File: src/rtl/pixel_seq_pkg.sv
// Package: shared types and constants for the two-pixel sequencer.
// Assumes the sequencer uses at least three rising-edge stages.
package pixel_seq_pkg;

    // Minimum rising-edge stage count needed by the decode.
    localparam int unsigned MIN_RISE_STAGES = 3;

    // Decoded switch controls for one cell.
    typedef struct packed {
        logic pick_a;
        logic pick_b;
        logic clear_a;
        logic clear_b;
        logic ana_en;
    } seq_ctrl_t;

endpackage

File: src/rtl/pixel_seq_rise_chain.sv
// Module: rising-edge shift chain that moves the serial token one stage per clock.
// Assumes DEPTH >= 2; the synchronous active-low reset clears every stage.
module pixel_seq_rise_chain #(
    parameter int unsigned DEPTH = 3
) (
    input  logic             clk,
    input  logic             rst_n,
    input  logic             shift_in,
    output logic [DEPTH-1:0] stages
);

    // Shift the token one place per rising edge; clear on reset.
    always_ff @(posedge clk) begin
        if (!rst_n) begin
            stages <= '0;
        end else begin
            stages <= {stages[DEPTH-2:0], shift_in};
        end
    end

endmodule

File: src/rtl/pixel_seq_fall_stage.sv
// Module: single falling-edge register that forms the chain output.
// Assumes the reset is sampled at the falling edge like the data.
module pixel_seq_fall_stage (
    input  logic clk,
    input  logic rst_n,
    input  logic d,
    output logic q
);

    // Capture the tapped stage half a period after it changes.
    always_ff @(negedge clk) begin
        if (!rst_n) begin
            q <= 1'b0;
        end else begin
            q <= d;
        end
    end

endmodule

File: src/rtl/pixel_seq_decode.sv
// Module: combinational decode of stage values into select and clear controls.
// Assumes stage 0 is the newest token position; stage 1 and stage 2 follow.
module pixel_seq_decode
    import pixel_seq_pkg::*;
#(
    parameter int unsigned DEPTH = 3
) (
    input  logic [DEPTH-1:0] stages,
    output seq_ctrl_t        ctrl
);

    // Map stage positions to the four switches and the output enable.
    always_comb begin
        ctrl.pick_a  = stages[0] & ~stages[1];
        ctrl.pick_b  = stages[1];
        ctrl.clear_a = stages[1];
        ctrl.clear_b = stages[2];
        ctrl.ana_en  = ctrl.pick_a | ctrl.pick_b;
    end

endmodule

File: src/rtl/pixel_pair_sequencer.sv
// Module: top of the two-pixel integrator sequencer with chain output.
// Assumes one clock drives both edges and the reset is synchronous, active low.
module pixel_pair_sequencer
    import pixel_seq_pkg::*;
#(
    parameter int unsigned RISE_STAGES = 3
) (
    input  logic cell_clk,
    input  logic rst_n,
    input  logic ser_in,
    output logic ser_out,
    output logic pick_a,
    output logic pick_b,
    output logic clear_a,
    output logic clear_b,
    output logic ana_en
);

    // Index of the stage that feeds the chain output.
    localparam int unsigned CHAIN_TAP = 1;

    logic [RISE_STAGES-1:0] stage_q;
    seq_ctrl_t              ctrl;

    // Reject a stage count the decode cannot use.
    generate
        if (RISE_STAGES < MIN_RISE_STAGES) begin : g_bad_depth
            initial $error("RISE_STAGES must be at least %0d", MIN_RISE_STAGES);
        end
    endgenerate

    pixel_seq_rise_chain #(.DEPTH(RISE_STAGES)) u_chain (
        .clk      (cell_clk),
        .rst_n    (rst_n),
        .shift_in (ser_in),
        .stages   (stage_q)
    );

    pixel_seq_fall_stage u_out (
        .clk   (cell_clk),
        .rst_n (rst_n),
        .d     (stage_q[CHAIN_TAP]),
        .q     (ser_out)
    );

    pixel_seq_decode #(.DEPTH(RISE_STAGES)) u_dec (
        .stages (stage_q),
        .ctrl   (ctrl)
    );

    // Drive the ports from the decoded controls.
    always_comb begin
        pick_a  = ctrl.pick_a;
        pick_b  = ctrl.pick_b;
        clear_a = ctrl.clear_a;
        clear_b = ctrl.clear_b;
        ana_en  = ctrl.ana_en;
    end

endmodule

File: config.mk
export PLATFORM = sky130hd
export DESIGN_NAME = pixel_pair_sequencer
export DESIGN_NICKNAME = d
export VERILOG_FILES = /design/src/rtl/pixel_seq_pkg.sv /design/src/rtl/pixel_seq_rise_chain.sv /design/src/rtl/pixel_seq_fall_stage.sv /design/src/rtl/pixel_seq_decode.sv /design/src/rtl/pixel_pair_sequencer.sv
export SDC_FILE = /design/constraint.sdc
export NUM_CORES = 1
export LEC_CHECK = 0
export ABC_AREA = 1
export BUFFER_PORTS_ARGS = -buffer_cell sky130_fd_sc_hd__buf_2
export CORE_AREA = 2 2 39 41
export DETAILED_ROUTE_END_ITERATION = 10
export DIE_AREA = 0 0 41 43
export GPL_TIMING_DRIVEN = 0
export PLACE_DENSITY_LB_ADDON = 0.3
export SKIP_LAST_GASP = 1
export SYNTH_ARGS = -nofsm -noshare
export SYNTH_HDL_FRONTEND = slang
export SYNTH_SLANG_ARGS = --single-unit
export TNS_END_PERCENT = 50
File: constraint.sdc
create_clock -name cell_clk -period 1.15 [get_ports cell_clk]
set_input_delay 0.0575 -clock cell_clk [delete_from_list [all_inputs] [get_ports cell_clk]]
set_output_delay 0.0575 -clock cell_clk [all_outputs]
set_load 0.02 [all_outputs]
==> flow_summary.toml, run 1 <==
[status]
outcome = "finished, violations left"
violations = "setup timing"

[cts]
clk_latency_ns = 0.28
htree_num_levels = 1
cts.sinks = 4
path_clk_slew_ns = 0.04
cts_buffer_depth = 2
numCtsBuffers = 3
cts-root-buf = "clkbuf_4"
cts_tree = "yes"

[power]
power.leakage_nw = 0.146
power_density_nw_per_um2 = 1650
ir_drop_mv = 0.383

[layout]
diodes = 0
drive_gt1_frac = 0.483
finalNonFillerCells = 45
final_common_cell = "buf_2"
syn2layout_area_growth_pct = 81.6
design_area_um2 = 234
final_cell_mix = "7 x buf_2, 6 x inv_1, 4 x nand2_1"
fin_nets = 33

[sta]
final_max_slew_viol_count = 0
hold_viol = 0
finalSetupTns_ns = -0.190
relSlewSlack = 0.928
setup_slack_ns = -0.190
clock_skew_ns = 0.0488
worstMarginPinSlew_ns = 0.109
setup-violations-final = 1
rsz0062_at_grt = "yes"
timing.hold.ws_ns = 0.0300

[synth]
yosysWarnings = 0
synth.distinct_cells = 5
ys_seq_area_frac = 0.621
synth_area_um2 = 129
yosys_register_bits = 4
syn_inst = 16
syn_avg_cell_area_um2 = 8.05
synthesis.nets = 19

[floorplan]
initial_core_util = 0.0931
core_area_um2 = 1380
die_h_um = 43
die_area_um2 = 1760
ios = 9
die_w_um = 41
rows = 14

[place]
portBuffers = 8
dpl_cell_area_um2 = 190
placedCellCount = 40
place_congestion = 0.528
place_worst_setup_slack_ns = 0.0408

[grt]
grt_max_degree = 6
grt_pass1_wl_um = 282
grt_pass1_vias = 80
grt_antenna_before_repair = 0
gr-total-overflow = 0
grt_usage = 0.0311

[worst_setup_path]
crit_buf_inv = 1
slowest_stage = "dfxtp_2"
crit_arrival_ns = 1.28
crit_type = "flop to output port"
start_kind = "flop"
crit_family = "flip-flops"
end_kind = "output port"
crit_chain = "buf_6"
path_max_fanout = 1
cpPeakStageDelay_ns = 0.30
worst-endpoint-required_ns = 1.09

[routing]
wire_per_inst_um = 5.22
vias_per_cell = 2.58
postRouteAntennaNets = 0
vias = 116
first_pass_iters = 1
routed_wl_um = 235
drc_errors = 0
drt_iter0_markers = 0

[worst_hold_path]
holdCritPathClass = "input pin to flop"

[run]
drv_cap = 0
[where the power goes]
part | internal [mW] | total (mW) | switching, mW | leakage [nW]
sequential | 0.145 | 0.148 | 0.00282 | 0.0337
combinational | 0.0159 | 0.0365 | 0.0206 | 0.0919
clock | 0.135 | 0.201 | 0.0662 | 0.0203
[registers in the layout, indices dropped and copies added, names as in the netlist]
register        cells
u_chain.stages      3
u_out.q             1
[final timing paths]
| check | from | to | slack [ns] | cells after the start |
|---|---|---|---|---|
| setup / recovery | u_out.q | ser_out | -0.19 | 1 |
| hold / removal | rst_n | u_chain.stages[0] | 0.03 | 3 |
| setup reg to reg | u_chain.stages[1] | u_out.q | 0.09 | 2 |
| hold reg to reg | u_chain.stages[0] | u_chain.stages[1] | 0.42 | 2 |
[cells in the mapped netlist]
library cell  instances  area share
nand2_1               4        0.12
dfxtp_1               4        0.62
buf_4                 1       0.058
inv_1                 6        0.17
nor2_1                1       0.029
[logic make-up (layout without fill, tap and decap cells)]
group                  after synthesis  after routing  share of synthesized area
flip-flops                           4              4                      0.621
AND/OR/NAND/NOR                      5              5                      0.146
buffers and inverters                7             20                      0.233
[repair_timing]
action,CTS,global route
hold buffers,1,0
hold endpoints to repair,1,0
gates resized for setup,3,0
pin swaps,0,0
setup endpoints to repair,1,1
buffers inserted,0,0
[cell type report]
type,count,area [µm²]
inverter,5,18.8
buffer,1,7.51
multi-input combinational,5,18.8
timing repair buffer,9,56.3
tap,16,20.0
clock inverter,1,3.75
sequential,4,82.6
clock buffer,4,26.3
fill,164,1150
[per-stage QoR]
step	power, mW	utilization
after floorplan	0.181	-
after global placement	0.194	0.137
after detailed placement	0.194	0.137
after CTS	0.398	0.169
after global routing	0.413	0.169
final	0.386	0.169
[layer usage]
layer,vias to the layer above,share of wire,GRT usage
met4,0,0,0.0400
li1,67,-,-
met5,-,0,0
met1,42,0.41,0.0322
met2,7,0.37,0.0188
met3,0,0.21,0.0471
No activity file was read; power rests on OpenSTA's default activity.
==> run 2, diff against run 1 <==
--- a/config.mk
+++ b/config.mk
@@ -7,6 +7,8 @@
 export LEC_CHECK = 0
 export ABC_AREA = 1
 export BUFFER_PORTS_ARGS = -buffer_cell sky130_fd_sc_hd__buf_2
+export CELL_PAD_IN_SITES_DETAIL_PLACEMENT = 0
+export CELL_PAD_IN_SITES_GLOBAL_PLACEMENT = 2
 export CORE_AREA = 2 2 39 41
 export DETAILED_ROUTE_END_ITERATION = 10
 export DIE_AREA = 0 0 41 43
==> flow_summary.toml, run 2 (synthesis gave the netlist of run 1 again) <==
[power]
power_mw = 0.394
power_density_nw_per_um2 = 1690
ir_drop_mv = 0.383
power.leakage_nw = 0.146

[grt]
grt_pass1_vias = 131
grtUsageMet3 = 0.0628
busiest_layer = "met3"
grt_antenna_before_repair = 0
grt_max_degree = 6
grt_usage = 0.0553
grtUsageMet1 = 0.0613
grt_pass1_wl_um = 545
gr-total-overflow = 0
met2_usage = 0.0469

[sta]
timing.hold.ws_ns = 0.0350
worstMarginPinSlew_ns = 0.110
clock_skew_ns = 0.0568
final_max_slew_viol_count = 0
relSlewSlack = 0.927
setup_slack_ns = -0.205
setup-violations-final = 1
finalSetupTns_ns = -0.205
hold_viol = 0
rsz0062_at_grt = "yes"

[cts]
cts.sinks = 4
clk_latency_ns = 0.29
cts-root-buf = "clkbuf_4"
numCtsBuffers = 3
htree_num_levels = 1
cts_setup_buffers = 0
path_clk_slew_ns = 0.04
cts_buffer_depth = 2
cts_tree = "yes"

[routing]
drt_iter0_markers = 2
vias = 128
drc_errors = 0
postRouteAntennaNets = 0
routed_wl_um = 293
wire_per_inst_um = 6.51
vias_per_cell = 2.84
first_pass_iters = 2

[worst_hold_path]
hold_depth = 3
holdCritPathClass = "input pin to flop"

[layout]
syn2layout_area_growth_pct = 81.6
drive_gt1_frac = 0.483
final_cell_mix = "7 x buf_2, 6 x inv_1, 4 x nand2_1"
multi_input_area_um2 = 18.8
final_common_cell = "buf_2"
fillers = 157
top_register = "u_chain.stages"
fin_util = 0.169
largest_registers = "u_chain.stages (3), u_out.q (1)"
ff_latch_area_um2 = 82.6
diodes = 0
design_area_um2 = 234
largest_reg_flops = 3
fin_nets = 33

[worst_setup_path]
reg2reg_depth = 2
crit_arrival_ns = 1.30
path_max_fanout = 1
start_kind = "flop"
end_kind = "output port"
crit_type = "flop to output port"
crit_family = "flip-flops"
worst-endpoint-required_ns = 1.09
crit_chain = "buf_6"
cpPeakStageDelay_ns = 0.31
slowest_stage = "dfxtp_2"
crit_buf_inv = 1
path_depth = 1

[floorplan]
core_area_um2 = 1380
die_h_um = 43
die_area_um2 = 1760
initial_core_util = 0.0931
ios = 9
die_w_um = 41
rows = 14

[place]
portBuffers = 8
place_congestion = 0.560
dpl_cell_area_um2 = 190
place_hpwl_um = 197

[status]
violations = "setup timing"
outcome = "finished, violations left"

[run]
drv_cap = 0
run 2: cell counts in the layout (fill, tap and decap cells not counted):
No cell type changed its count.
run 2: final cells by class:
cell class / instances / area share
inverter: 5 / 0.0802
clock inverter: 1 / 0.0160
sequential: 4 / 0.353
tap: 16 / 0.0856
clock buffer: 4 / 0.112
timing repair buffer: 9 / 0.241
buffer: 1 / 0.0321
multi-input combinational: 5 / 0.0802
run 2: metrics by stage:
step	cells	worst slack, ns
after floorplan	16	0.0147
after global placement	40	0.0459
after detailed placement	40	0.0388
after CTS	45	-0.216
after global routing	45	-0.246
final	45	-0.205
run 2: per-layer routing:
layer	routed length, µm	part of all wire
met1	150	0.51
met3	51	0.17
met4	5	0.017
met5	0	0
met2	86	0.29
run 2: report_power, final:
group          switching (mW)  internal [mW]  leakage, nW
Combinational          0.0212         0.0159       0.0919
Sequential            0.00319          0.145       0.0337
Clock                  0.0732          0.136       0.0203
run 2: path summary, 6_finish.rpt:
check                         start  slack, ns           endpoint
hold / removal                rst_n       0.04  u_chain.stages[0]
hold reg to reg   u_chain.stages[0]       0.42  u_chain.stages[1]
setup reg to reg  u_chain.stages[1]       0.08            u_out.q
setup / recovery            u_out.q      -0.20            ser_out
run 2: what timing repair did:
item                                   in CTS  in global routing
endpoints found under the hold margin       1                  0
hold buffers                                1                  0
setup endpoints to repair                   1                  1
resized for setup                           3                  0
